### src/rtl/xpose_pkg.sv
package xpose_pkg;
  typedef enum logic {PAGE_A = 1'b0, PAGE_B = 1'b1} page_e;

  function automatic page_e flip(page_e p);
    return (p == PAGE_A) ? PAGE_B : PAGE_A;
  endfunction
endpackage

### src/rtl/xpose_page_flags.sv
module xpose_page_flags
  import xpose_pkg::*;
(
  input  logic       clk_i,
  input  logic       rst_ni,
  input  logic       set_i,
  input  page_e      set_page_i,
  input  logic       clr_i,
  input  page_e      clr_page_i,
  output logic [1:0] full_o
);
  for (genvar g = 0; g < 2; g++) begin : g_flag
    always_ff @(posedge clk_i or negedge rst_ni) begin
      if (!rst_ni) full_o[g] <= 1'b0;
      else if (set_i && (logic'(set_page_i) == 1'(g))) full_o[g] <= 1'b1;
      else if (clr_i && (logic'(clr_page_i) == 1'(g))) full_o[g] <= 1'b0;
    end
  end
endmodule

### src/rtl/xpose_wr_ctrl.sv
module xpose_wr_ctrl
  import xpose_pkg::*;
#(
  parameter int WR_CHUNK   = 256,
  parameter int GAP        = 0,
  parameter int NUM_BLOCKS = 32,
  parameter int LW         = 13
) (
  input  logic          clk_i,
  input  logic          rst_ni,
  input  logic          fire_i,
  output page_e         page_o,
  output logic [LW-1:0] addr_o,
  output logic          done_o
);
  localparam int SLOT = WR_CHUNK + GAP;
  localparam int JW   = $clog2(WR_CHUNK + 1);
  localparam int BW   = $clog2(NUM_BLOCKS + 1);

  logic [JW-1:0] j_q;
  logic [BW-1:0] blk_q;
  logic [LW-1:0] base_q;
  page_e         page_q;
  logic          last_j, last_blk;

  assign last_j   = (j_q == JW'(WR_CHUNK - 1));
  assign last_blk = (blk_q == BW'(NUM_BLOCKS - 1));
  assign addr_o   = base_q + LW'(j_q);
  assign done_o   = fire_i & last_j & last_blk;
  assign page_o   = page_q;

  always_ff @(posedge clk_i or negedge rst_ni) begin
    if (!rst_ni) begin
      j_q    <= '0;
      blk_q  <= '0;
      base_q <= '0;
      page_q <= PAGE_A;
    end else if (fire_i) begin
      if (last_j) begin
        j_q <= '0;
        if (last_blk) begin
          blk_q  <= '0;
          base_q <= '0;
          page_q <= flip(page_q);
        end else begin
          blk_q  <= blk_q + 1'b1;
          base_q <= base_q + LW'(SLOT);  // skip the gap
        end
      end else begin
        j_q <= j_q + 1'b1;
      end
    end
  end
endmodule

### src/rtl/xpose_rd_ctrl.sv
module xpose_rd_ctrl
  import xpose_pkg::*;
#(
  parameter int RD_CHUNK    = 32,
  parameter int RD_PER_BLK  = 8,
  parameter int NUM_BLOCKS  = 32,
  parameter int RD_INTERVAL = 32,
  parameter int SLOT        = 256,
  parameter int PAGE        = 8192,
  parameter int LW          = 13
) (
  input  logic          clk_i,
  input  logic          rst_ni,
  input  logic          fire_i,
  output page_e         page_o,
  output logic [LW-1:0] start_o,
  output logic          last_o,
  output logic          done_o
);
  localparam int STRIDE = RD_INTERVAL * SLOT;
  localparam int NRD    = NUM_BLOCKS * RD_PER_BLK;
  localparam int CW     = $clog2(NRD + 1);
  localparam int XW     = $clog2(PAGE + STRIDE + 1) + 1;

  logic [XW-1:0] bo_q, co_q, bo_nx, sum;
  logic [CW-1:0] cnt_q;
  page_e         page_q;
  logic          wrap;

  assign bo_nx   = bo_q + XW'(STRIDE);
  assign wrap    = (bo_nx >= XW'(PAGE));
  assign sum     = bo_q + co_q;
  assign start_o = sum[LW-1:0];
  assign last_o  = (cnt_q == CW'(NRD - 1));
  assign done_o  = fire_i & last_o;
  assign page_o  = page_q;

  always_ff @(posedge clk_i or negedge rst_ni) begin
    if (!rst_ni) begin
      bo_q   <= '0;
      co_q   <= '0;
      cnt_q  <= '0;
      page_q <= PAGE_A;
    end else if (fire_i) begin
      if (last_o) begin
        bo_q   <= '0;
        co_q   <= '0;
        cnt_q  <= '0;
        page_q <= flip(page_q);
      end else begin
        cnt_q <= cnt_q + 1'b1;
        if (wrap) begin
          bo_q <= bo_nx - XW'(PAGE);
          co_q <= co_q + XW'(RD_CHUNK);
        end else begin
          bo_q <= bo_nx;
        end
      end
    end
  end
endmodule

### src/rtl/xpose_addr_gen.sv
module xpose_addr_gen
  import xpose_pkg::*;
#(
  parameter int WR_CHUNK    = 256,
  parameter int GAP         = 0,
  parameter int NUM_BLOCKS  = 32,
  parameter int RD_CHUNK    = 32,
  parameter int RD_PER_BLK  = 8,
  parameter int RD_INTERVAL = 32,
  localparam int SLOT       = WR_CHUNK + GAP,
  localparam int PAGE       = SLOT * NUM_BLOCKS,
  localparam int LW         = $clog2(PAGE),
  localparam int AW         = LW + 1,
  localparam int LENW       = $clog2(RD_CHUNK + 1)
) (
  input  logic            clk_i,
  input  logic            rst_ni,
  input  logic            wr_valid_i,
  output logic            wr_ready_o,
  output logic [AW-1:0]   wr_addr_o,
  output logic            rd_valid_o,
  input  logic            rd_ready_i,
  output logic [AW-1:0]   rd_addr_o,
  output logic [LENW-1:0] rd_len_o,
  output logic            rd_last_o
);
  page_e         wr_page, rd_page;
  logic [LW-1:0] wr_loc, rd_loc;
  logic          wr_fire, rd_fire, wr_done, rd_done, rd_last;
  logic [1:0]    full;

  assign wr_ready_o = ~full[wr_page];
  assign wr_fire    = wr_valid_i & wr_ready_o;
  assign rd_valid_o = full[rd_page];
  assign rd_fire    = rd_valid_o & rd_ready_i;
  assign wr_addr_o  = {logic'(wr_page), wr_loc};
  assign rd_addr_o  = {logic'(rd_page), rd_loc};
  assign rd_len_o   = LENW'(RD_CHUNK);
  assign rd_last_o  = rd_valid_o & rd_last;

  xpose_wr_ctrl #(
    .WR_CHUNK(WR_CHUNK), .GAP(GAP), .NUM_BLOCKS(NUM_BLOCKS), .LW(LW)
  ) u_wr (
    .clk_i(clk_i), .rst_ni(rst_ni), .fire_i(wr_fire),
    .page_o(wr_page), .addr_o(wr_loc), .done_o(wr_done)
  );

  xpose_rd_ctrl #(
    .RD_CHUNK(RD_CHUNK), .RD_PER_BLK(RD_PER_BLK), .NUM_BLOCKS(NUM_BLOCKS),
    .RD_INTERVAL(RD_INTERVAL), .SLOT(SLOT), .PAGE(PAGE), .LW(LW)
  ) u_rd (
    .clk_i(clk_i), .rst_ni(rst_ni), .fire_i(rd_fire),
    .page_o(rd_page), .start_o(rd_loc), .last_o(rd_last), .done_o(rd_done)
  );

  xpose_page_flags u_flags (
    .clk_i(clk_i), .rst_ni(rst_ni),
    .set_i(wr_done), .set_page_i(wr_page),
    .clr_i(rd_done), .clr_page_i(rd_page),
    .full_o(full)
  );
endmodule

### config.mk
export PLATFORM = sky130hd
export DESIGN_NAME = xpose_addr_gen
export DESIGN_NICKNAME = d
export VERILOG_FILES = /design/src/rtl/xpose_pkg.sv /design/src/rtl/xpose_page_flags.sv /design/src/rtl/xpose_wr_ctrl.sv /design/src/rtl/xpose_rd_ctrl.sv /design/src/rtl/xpose_addr_gen.sv
export SDC_FILE = /design/constraint.sdc
export NUM_CORES = 1
export LEC_CHECK = 0
export ABC_AREA = 1
export BUFFER_PORTS_ARGS = -buffer_cell sky130_fd_sc_hd__clkbuf_2
export CAP_MARGIN = 0
export CORE_MARGIN = 10
export CORE_UTILIZATION = 55
export CTS_BUF_LIST = sky130_fd_sc_hd__clkbuf_8
export DETAILED_ROUTE_END_ITERATION = 7
export PLACE_DENSITY = 0.85
export SYNTH_ARGS = -nofsm -noshare
export SYNTH_HDL_FRONTEND = slang
export SYNTH_SLANG_ARGS = --single-unit
### constraint.sdc
create_clock -name clk_i -period 3.4 [get_ports clk_i]
set_input_delay 0.51 -clock clk_i [delete_from_list [all_inputs] [get_ports clk_i]]
set_output_delay 0.51 -clock clk_i [all_outputs]
set_load 0.01 [all_outputs]
# [Yosys cells after proc, flatten, opt, wreduce, memory -nomap -nowiden]
# Cells that the tools add are included.
[classes] n_lt_le_gt_ge=3 n_addsub=9 n_mux=18 n_reduce_logical=11 n_eq_ne=3 bitwise=9
[op_table] op="$mux 16" n=4
[op_table] op="$add 9x1->9 const B" n=2
[op_table] op="$eq 9x8->1 const B" n=2
[op_table] op="$mux 9" n=2
[op_table] op="$add 16x14->16 const B" n=1
[op_table] op="$add 16x6->16 const B" n=1
[op_table] op="$ge 16x14->1 const B" n=1
[op_table] op="$sub 16x14->16 const B" n=1
[op_table] op="$add 13x13->13" n=1
[op_table] op="$add 13x9->13" n=1
[op_table] op="$add 13x9->13 const B" n=1
[op_table] op="$mux 13" n=1
[op_table] op="$mux 1" n=10
[op_table] op="$add 6x1->6 const B" n=1
[op_table] op="$and 1x1->1" n=6
[op_table] op="$eq 6x5->1 const B" n=1
[op_table] op="$mux 6" n=1
[op_table] op="$reduce_and 2->1" n=3
[op_table] op="$reduce_bool 2->1" n=3
[op_table] op="$logic_and 1x1->1" n=4
[op_table] op="$lt 1x2->1 const B" n=2
[op_table] op="$not 1->1" n=3
[op_table] op="$reduce_and 3->1" n=1
[totals] ff_bits=73 elab_cells=63 out_inout_bits=37 inputBits=4

# [Depth between registers and ports, before layout]
# Gate-level depths: netlist (run 1).
[depth] depth_word=8 mapped_depth=9 ltp_nobuf=9

# [Cells and area by module]
# From an unflattened synthesis (run 1), not the netlist that was laid out.
[unflattened] cells_unflattened=387 hier_area_um2=2892.8
[modules_own_cells] mod="xpose_wr_ctrl" n_inst=1 seq_area_each_um2=525.5 area_per_inst_um2=1335.0 cells_per_inst=169
[modules_own_cells] mod="xpose_rd_ctrl" n_inst=1 seq_area_each_um2=525.5 area_per_inst_um2=1330.0 cells_per_inst=178
[modules_own_cells] mod="xpose_addr_gen" n_inst=1 seq_area_each_um2=0.0 area_per_inst_um2=140.1 cells_per_inst=28
[modules_own_cells] mod="xpose_page_flags" n_inst=1 seq_area_each_um2=50.0 area_per_inst_um2=87.6 cells_per_inst=12

# [Least setup slack after synthesis (run 1)]
# OpenSTA, ideal clock, no wires.
[synth_path] kind="register -> output" start="register u_wr.base_q[8]" end="output port wr_addr_o[12]" stages_incl_launch_ff=5 arrival_ps=1061 n_path_buf=0 t_required_ps=2890 slack_ps=1829 path_cell_list="dfrtp_1 -> ha_1 -> nand3_1 -> nor2_1 -> xor2_1"
[synth_between] elab_chain_len=1
[synth_rtl] element="from (decl)" line="xpose_wr_ctrl.sv:22" rtl="logic [LW-1:0] base_q;"
[synth_rtl] element="from (signal assigned)" line="xpose_wr_ctrl.sv:47" rtl="base_q <= base_q + LW'(SLOT);"
[synth_rtl] element="$add 13x9->13" line="xpose_wr_ctrl.sv:28" rtl="assign addr_o = base_q + LW'(j_q);"
[synth_rtl] element="to (decl)" line="xpose_addr_gen.sv:20" rtl="output logic [AW-1:0] wr_addr_o,"
# Every way passes these cells.

# [Worst setup path in the final report (run 1)]
# Ends and elaborated chain as after synthesis.

==> impl_metrics.csv, run 1 <==
group,metric,value,unit
critical_path,r2r_cells,8,
die,io_pins,41,
placement,post-place-ws,1.64,ns
placement,io_buffers,29,
synthesis,synth_mux_area_share,0,%
critical_path,rr_startpoint,"u_rd.cnt_q[0]",
critical_path,cp_max_fo,5,
synthesis,synth_cell_types,28,
synthesis,synth_compound_area_share,4.03,%
timing,finalWorstSetupSlack,1.38,ns
die,die_h,91.3,um
synthesis,synthAdderAreaFrac,4.03,%
die,core_area,4820,um^2
detailed_routing,routed_wl,5.56,mm
grt,grt_first_pass_wirelength,9.56,mm
die,row_count,25,
critical_path,start_kind,"flop",
synthesis,synth_warnings,0,
clocking,cts_tree,"done",
timing,relSlewSlack,44.6,%
clocking,cts_buffers,5,
timing,timing.final.max_slew_violations,0,
critical_path,crit_slowest_cell,"dfrtp_1",
timing,tightest_slew,0.832,ns
critical_path,path_cells,"ha_1, nand3_1, nor2_1, xor2_1, clkbuf_2",
synthesis,synth_top_family_by_area,"simple AND/OR/NAND/NOR gates",
layout,multiInputGateArea,1390,um^2
placement,place_congestion,0.867,
run,drv_cap,0,
hold_path,hold_path_class,"input port to async pin",
critical_path,endpoint_kind,"output port",
grt,grt.overflow.total,0,
timing,setup_viol,0,
power_and_ir_drop,p_total,1.10,mW
detailed_routing,vias,2322,
timing,setup-tns-final,0,ns
grt,track_usage,13.2,%
critical_path,required,2.89,ns
layout,drive_above_1_share,13.6,%
synthesis,synth_xor_area_share,6.27,%
timing,period_minus_slack,2.02,ns
clocking,holdBufCountCts,0,
detailed_routing,dr.pass1.iters,4,
timing,period_share,59.5,%
clocking,cts_buffer_depth,2,
power_and_ir_drop,leakagePower,1.64,nW
layout,area.sequential,1100,um^2
grt,grt_pass1_vias,2214,
detailed_routing,antenna_left,0,
power_and_ir_drop,p_per_area,371,nW/um^2
die,die_w,91.3,um
detailed_routing,viasPerCell,5.00,
layout,antenna_cells,0,
clocking,clk-insertion-delay-late,0.30,ns
clocking,cts.sinks,44,
synthesis,synth.avg_cell_area,7.35,um^2
detailed_routing,drtIter0Drc,86,
synthesis,synthCells,380,
clocking,clock-root-buffer,"clkbuf_8",
timing,final-hold-violation-count,0,
clocking,cts_resized,0,
critical_path,startpoint,"u_wr.base_q[8]",
timing,fin_skew,0.00448,ns
detailed_routing,drc,0,
critical_path,r2r_setup_slack,1.60,ns
synthesis,ys_seq_area_share,39.4,%
layout,fillers,440,
synthesis,ys_ff_latch,44,
critical_path,r2r_end,"u_rd.co_q[5]",
die,die_area,8330,um^2
power_and_ir_drop,vdd_ir_drop_max,0.000237,V
clocking,htreeDepth,2,
layout,nets,409,
grt,grt_start_max_net_pins,34,
layout,area_growth,6.36,%
die,initial_core_util,58.0,%
run_status,outcome,"finished clean",
synthesis,syn_area,2790,um^2
placement,dp_hpwl,4.19,mm
critical_path,crit_arrival,1.51,ns
timing,rsz0062_at_grt,"no",
critical_path,cp_slowest_stage_delay,0.41,ns
timing,max_freq,0.494,GHz
detailed_routing,routedWlPerCell,12.0,um
critical_path,critical_path_class,"flop to output port",
grt,antenna_found_initial,0,
synthesis,synth_simple_gate_area_share,33.8,%
clocking,post-cts-setup-buffer-count,0,
clocking,cts.clk_slew.worst_paths,0.08,ns
==> layer usage <==
| metal | global-route usage (%) | vias up | part of all wire [%] |
|---|---|---|---|
| met4 | 2.74 | 0 | 0.59 |
| met3 | 3.37 | 7 | 5.3 |
| met5 | 0 | - | 0 |
| met2 | 24.5 | 51 | 52 |
| li1 | - | 1177 | - |
| met1 | 14.9 | 1087 | 42 |
==> per-stage QoR <==
stage                     hold slack, ns  utilization, %  cell area (um^2)  instances
final                              0.298            61.7              2970        464
after CTS                          0.321            61.7              2970        464
after floorplan                    0.214               -              2830        390
after global placement             0.474            59.7              2880        456
after global routing               0.360            61.7              2970        464
after detailed placement           0.492            59.7              2880        456
==> cell usage in the layout, fill, tap and decap left out, types with 5 or more instances in the layout <==
master	instances
nand4_1	14
inv_1	39
clkbuf_2	29
nand3_1	25
nor2_1	33
xnor2_1	6
o21ai_2	5
conb_1	12
xor2_1	14
ha_1	9
clkbuf_8	6
o21ai_0	9
dfrtp_1	44
nand2_1	131
==> cell type report <==
class | instances | share of cell area (%)
Multi-Input combinational cell | 275 | 46.8
Sequential cell | 44 | 37.1
Timing Repair Buffer | 30 | 5.14
Inverter | 40 | 5.05
Tap cell | 67 | 2.82
Clock buffer | 6 | 2.78
Clock inverter | 2 | 0.337
==> flip-flops by register name, summed over array words and instances, names as in the netlist <==
name            flops
u_flags.full_o      2
u_rd.cnt_q          9
u_rd.bo_q           3
u_wr.j_q            9
u_wr.page_o         1
u_wr.base_q         5
u_rd.page_o         1
u_wr.blk_q          6
u_rd.co_q           8
==> synth_stat cells (all sizes together) <==
cell type / count / area (um^2)
clkbuf: 12 / 45.0
a31oi: 1 / 6.26
buf: 19 / 144
o21a: 1 / 7.51
conb: 2 / 7.51
inv: 40 / 150
a21oi: 2 / 10.0
dfrtp: 44 / 1100
nor2: 40 / 196
nand2: 133 / 509
nand3b: 2 / 15.0
xnor2: 6 / 52.6
xor2: 14 / 123
or2: 1 / 6.26
nand3: 25 / 125
o21ai: 14 / 88.8
nor3: 1 / 5.00
ha: 9 / 113
nand4: 14 / 87.6
==> worst max path at each step <==
stage | endpoint | slack, ns | cells after the start
global route | wr_addr_o[12] | 1.24 | 5
CTS | wr_addr_o[12] | 1.37 | 5
detailed placement | u_rd.co_q[9] | 1.64 | 8
finish | wr_addr_o[12] | 1.38 | 5
floorplan | wr_addr_o[12] | 1.83 | 4
global placement | u_rd.co_q[12] | 1.70 | 8
==> power by group <==
group          internal, mW  switching (mW)  total [mW]
sequential            0.557          0.0478       0.605
clock                 0.162           0.178       0.340
combinational        0.0587          0.0974       0.156
total                 0.779           0.323        1.10
==> critical path: cells and delay by family (launching register included) <==
family | cells | cell delay (ns)
xor gates and xnor gates | 1 | 0.16
and+or+nand+nor | 2 | 0.26
DFF | 1 | 0.41
adders and majority gates | 1 | 0.23
buffers and inverters | 1 | 0.15
==> cells by family after synthesis <==
kind of cell	Yosys count
adder cells (fa/ha/maj)	9
flip-flops	44
buffers and inverters	71
other	2
XOR/XNOR	20
AND/OR/NAND/NOR	216
AO/OA/AOI/OAI	18
No activity file was read; power rests on OpenSTA's default activity.
==> run 2, diff against run 1 <==
==> constraint.sdc (replaced) <==
create_clock -name clk_i -period 2.1 [get_ports clk_i]
set_input_delay 0.315 -clock clk_i [delete_from_list [all_inputs] [get_ports clk_i]]
set_output_delay 0.315 -clock clk_i [all_outputs]
set_load 0.01 [all_outputs]
==> run 2 against run 1 <==
Effect of this change:
- core utilization up 0.60 points
- final area is 0.97% higher
- cell count did not move
- via count fell by 0.47%
- critical path depth unchanged
- critical endpoint unchanged
- largest cell class unchanged
- largest power group unchanged
==> impl_metrics.csv, run 2 (synthesis gave the netlist of run 1 again) <==
group,metric,value,unit
run_status,outcome,"finished clean",
timing,setup-tns-final,0,ns
die,initial_core_util,58.0,%
detailed_routing,drtIter0Drc,146,
hold_path,hold_path_class,"input port to async pin",
die,die_w,91.3,um
timing,fin_skew,0.00678,ns
grt,antenna_found_initial,0,
layout,area.sequential,1100,um^2
power_and_ir_drop,p_clk_share,35.9,%
layout,nets,409,
layout,area_growth,7.39,%
critical_path,endpoint_kind,"output port",
layout,reg_top3,"u_rd.cnt_q x9, u_wr.j_q x9, u_rd.co_q x8",
critical_path,path_cells,"ha_1, nand3_1, nor2_1, xor2_1, clkbuf_2",
critical_path,crit_slowest_cell,"dfrtp_1",
clocking,cts_resized,0,
power_and_ir_drop,seqPwrFrac,51.0,%
critical_path,cp.depth,5,
timing,timing.final.max_slew_violations,0,
power_and_ir_drop,p_sw,537,uW
clocking,cts_buffer_depth,2,
detailed_routing,routedWlPerCell,11.8,um
placement,dp_hpwl,4.10,mm
critical_path,path_buf_inv,1,
timing,period_minus_slack,1.88,ns
clocking,cts_buffers,5,
power_and_ir_drop,p_total,1.92,mW
layout,drive_above_1_share,13.6,%
detailed_routing,routed_wl,5.46,mm
clocking,post-cts-setup-buffer-count,0,
clocking,clk-insertion-delay-late,0.30,ns
layout,fillers,440,
clocking,cts_tree,"done",
clocking,cts.clk_slew.worst_paths,0.09,ns
critical_path,critical_path_class,"flop to output port",
timing,tightest_slew,0.559,ns
detailed_routing,viasPerCell,4.98,
layout,multiInputGateArea,1390,um^2
grt,grt_first_pass_wirelength,9.62,mm
detailed_routing,drc,0,
die,io_pins,41,
placement,place_congestion,0.860,
clocking,clock-root-buffer,"clkbuf_8",
critical_path,start_kind,"flop",
grt,grt.overflow.total,0,
clocking,holdBufCountCts,0,
timing,final-hold-violation-count,0,
power_and_ir_drop,comb_power_share,13.2,%
timing,max_freq,0.532,GHz
power_and_ir_drop,leakagePower,1.65,nW
critical_path,required,1.78,ns
placement,io_buffers,29,
grt,grt_pass1_vias,2186,
timing,hold_slack,0.0791,ns
grt,grt_start_max_net_pins,45,
power_and_ir_drop,vdd_ir_drop_max,0.000422,V
run,drv_cap,0,
critical_path,crit_family,"flip-flops",
critical_path,cp_slowest_stage_delay,0.43,ns
grt,track_usage,13.3,%
layout,final_cell_mix,"nand2_1, dfrtp_1, inv_1",
layout,final_common_cell,"nand2_1",
critical_path,cp_max_fo,5,
clocking,cts.sinks,44,
die,row_count,25,
detailed_routing,vias,2311,
timing,setup_viol,0,
die,core_area,4820,um^2
die,die_area,8330,um^2
power_and_ir_drop,p_per_area,641,nW/um^2
power_and_ir_drop,switching_share,27.9,%
detailed_routing,dr.pass1.iters,5,
power_and_ir_drop,p_int,1.39,mW
layout,antenna_cells,0,
critical_path,r2r_cells,8,
clocking,htreeDepth,2,
timing,relSlewSlack,62.7,%
timing,period_share,89.5,%
layout,post-route-util,62.3,%
critical_path,crit_arrival,1.57,ns
timing,rsz0062_at_grt,"no",
detailed_routing,antenna_left,0,
die,die_h,91.3,um
## run 2: cell types whose count changed in the layout (fill, tap and decap cells not counted), sizes merged
| cell | change |
|---|---|
| bufinv | +1 |
| clkinv | -1 |
## run 2: power groups by stage
stage / Clock, mW / Combinational [mW] / Sequential [mW]
6_report: 0.690 / 0.253 / 0.980
5_1_grt: 0.742 / 0.287 / 0.993
4_1_cts: 0.705 / 0.258 / 0.979
3_5_place_dp: 0 / 0.256 / 0.996
3_3_place_gp: 0 / 0.253 / 0.992
2_1_floorplan: 0 / 0.218 / 0.973
## run 2: cell type report
cell class / instances / share of cell area, %
clock buffers: 6 / 2.75
clock inverters: 2 / 1.29
inverters: 40 / 5.01
multi-input cells: 275 / 46.3
flip-flops and latches: 44 / 36.7
well taps: 67 / 2.80
repair buffers: 30 / 5.09
## run 2: path summary, 6_finish.rpt
kind | start | to | slack, ns
max reg2reg | u_rd.cnt_q[0] | u_rd.co_q[12] | 0.26
min in group clk_i | wr_valid_i | u_wr.j_q[1] | 0.42
min | rst_ni | u_flags.full_o[1] | 0.08
min reg2reg | u_rd.cnt_q[6] | u_rd.cnt_q[6] | 0.49
max | u_wr.base_q[8] | wr_addr_o[12] | 0.22
max in group asynchronous | rst_ni | u_wr.j_q[1] | 1.63
## run 2: layer usage
layer | share of wire, % | vias up | global-route usage [%]
li1 | - | 1181 | -
met1 | 44 | 1067 | 15.4
met2 | 51 | 58 | 23.9
met3 | 4.6 | 5 | 3.21
met4 | 0.93 | 0 | 3.79
met5 | 0 | - | 0
## run 2: metrics by stage
| step | setup slack [ns] | std cells | cell area [um^2] |
|---|---|---|---|
| floorplan | 0.706 | 390 | 2830 |
| finish | 0.220 | 464 | 3000 |
| CTS | 0.197 | 464 | 3000 |
| global route | 0.0755 | 464 | 3000 |
| detailed placement | 0.300 | 456 | 2880 |
| global placement | 0.395 | 456 | 2880 |
==> run 3, diff against run 2 <==
--- a/config.mk
+++ b/config.mk
@@ -8,11 +8,13 @@
 export ABC_AREA = 1
 export BUFFER_PORTS_ARGS = -buffer_cell sky130_fd_sc_hd__clkbuf_2
 export CAP_MARGIN = 0
+export CORE_ASPECT_RATIO = 1.25
 export CORE_MARGIN = 10
 export CORE_UTILIZATION = 55
 export CTS_BUF_LIST = sky130_fd_sc_hd__clkbuf_8
 export DETAILED_ROUTE_END_ITERATION = 7
 export PLACE_DENSITY = 0.85
+export SLEW_MARGIN = 20
 export SYNTH_ARGS = -nofsm -noshare
 export SYNTH_HDL_FRONTEND = slang
 export SYNTH_SLANG_ARGS = --single-unit
==> run 3 against run 2 <==
Effect of this change:
- critical path depth stayed put
- clock-buffer cell count stayed put
- hold slack worse by 0.055 ns
- clock power is 23% lower
- core utilization is 0.74 points lower
- highest routed layer unchanged
==> impl_metrics.csv, run 3 (synthesis gave the netlist of run 1 again) <==
group,metric,value,unit
layout,fillers,457,
critical_path,critical_path_class,"flop to output port",
timing,setup-tns-final,0,ns
critical_path,rr_startpoint,"u_rd.cnt_q[0]",
layout,reg_top3,"u_rd.cnt_q x9, u_wr.j_q x9, u_rd.co_q x8",
clocking,htreeDepth,2,
grt,grt_pass1_vias,2334,
timing,hold_slack,0.0239,ns
critical_path,required,1.78,ns
detailed_routing,dr.pass1.iters,5,
critical_path,crit_family,"flip-flops",
run_status,outcome,"finished clean",
detailed_routing,vias,2331,
die,row_count,28,
critical_path,r2r_end,"u_rd.co_q[10]",
run,drv_cap,0,
timing,rsz0062_at_grt,"no",
placement,io_buffers,29,
die,die_area,8350,um^2
grt,antenna_found_initial,0,
timing,setup_viol,0,
layout,antenna_cells,0,
layout,area.sequential,1100,um^2
timing,timing.final.max_slew_violations,0,
grt,grt_start_max_net_pins,27,
critical_path,crit_arrival,1.53,ns
detailed_routing,drtIter0Drc,149,
grt,grt.met2_usage,24.0,%
layout,final_cell_mix,"nand2_1, dfrtp_1, inv_1",
detailed_routing,routed_wl,5.57,mm
critical_path,endpoint_kind,"output port",
timing,period_minus_slack,1.84,ns
clocking,cts.clk_slew.worst_paths,0.08,ns
layout,nets,411,
detailed_routing,drc,0,
timing,final-hold-violation-count,0,
clocking,cts_buffer_depth,2,
die,die_h,99.7,um
timing,fin_skew,0.00489,ns
clocking,cts_buffers,5,
critical_path,cp_max_fo,5,
detailed_routing,viasPerCell,5.08,
layout,post-route-util,61.5,%
clocking,cts_resized,0,
placement,post-place-ws,0.487,ns
placement,dp_hpwl,4.34,mm
timing,relSlewSlack,57.4,%
placement,place_congestion,0.901,
detailed_routing,routedWlPerCell,12.1,um
critical_path,start_kind,"flop",
power_and_ir_drop,leakagePower,1.66,nW
critical_path,crit_slowest_cell,"dfrtp_1",
power_and_ir_drop,p_total,1.77,mW
clocking,clk-insertion-delay-late,0.30,ns
timing,tightest_slew,0.640,ns
die,core_area,4830,um^2
critical_path,r2r_setup_slack,0.46,ns
grt,globalRouteMet3Util,4.16,%
die,io_pins,41,
clocking,cts_tree,"done",
grt,top_usage_layer,"met2",
power_and_ir_drop,p_per_area,595,nW/um^2
grt,met1_usage,14.7,%
clocking,cts.sinks,44,
layout,drive_above_1_share,13.5,%
clocking,post-cts-setup-buffer-count,0,
die,initial_core_util,57.8,%
layout,area_growth,6.50,%
grt,grt.overflow.total,0,
critical_path,cp_slowest_stage_delay,0.43,ns
critical_path,r2r_cells,8,
timing,period_share,87.7,%
timing,finalWorstSetupSlack,0.259,ns
clocking,clock-root-buffer,"clkbuf_8",
critical_path,path_buf_inv,1,
grt,track_usage,13.7,%
layout,multiInputGateArea,1390,um^2
die,die_w,83.7,um
hold_path,hold_path_class,"input port to async pin",
critical_path,path_cells,"ha_1, nand3_1, nor2_1, xor2_1, clkbuf_2",
layout,final_common_cell,"nand2_1",
detailed_routing,antenna_left,0,
timing,max_freq,0.543,GHz
power_and_ir_drop,vdd_ir_drop_max,0.000517,V
grt,grt_first_pass_wirelength,9.87,mm
clocking,holdBufCountCts,0,
[run 3: layout make-up]
class | instances | area share [%]
clock buffers | 6 | 2.78
multi-input cells | 275 | 46.7
flip-flops and latches | 44 | 37.0
inverters | 40 | 5.05
repair buffers | 32 | 5.64
well taps | 60 | 2.52
clock inverters | 2 | 0.252
[run 3: power by group]
part	internal, mW	leakage, nW	total [mW]	switching [mW]
clock network	0.259	0.0538	0.532	0.274
logic	0.0964	1.02	0.259	0.163
registers	0.903	0.585	0.978	0.0749
total	1.26	1.66	1.77	0.511
[run 3: layer usage]
metal,vias to the layer above,part of all wire (%)
met5,-,0
met4,0,1.7
met3,11,5.8
met2,62,50
met1,1069,42
li1,1189,-
[run 3: worst max path at each step]
| stage | startpoint | endpoint | slack [ns] | cells after the start |
|---|---|---|---|---|
| after floorplan | u_rd.bo_q[13] | u_rd.co_q[7] | 0.71 | 8 |
| after global placement | u_rd.cnt_q[0] | u_rd.co_q[5] | 0.57 | 8 |
| after detailed placement | u_rd.cnt_q[0] | u_rd.co_q[10] | 0.49 | 8 |
| after CTS | u_wr.base_q[8] | wr_addr_o[12] | 0.23 | 5 |
| after global routing | u_wr.base_q[8] | wr_addr_o[12] | 0.11 | 5 |
| final | u_wr.base_q[8] | wr_addr_o[12] | 0.26 | 5 |
[run 3: per-stage QoR]
step	area, um^2	cells
final	2970	459
after global routing	2970	459
after CTS	2970	459
after detailed placement	2880	451
after global placement	2880	451
after floorplan	2830	390
[run 3: worst reg2reg max path, delay by kind of cell (launching register included)]
| family | cells | cell delay (ns) |
|---|---|---|
| adder cells (fa/ha/maj) | 1 | 0.23 |
| buffers and inverters | 1 | 0.07 |
| flip-flops | 1 | 0.39 |
| AND/OR/NAND/NOR | 6 | 0.85 |
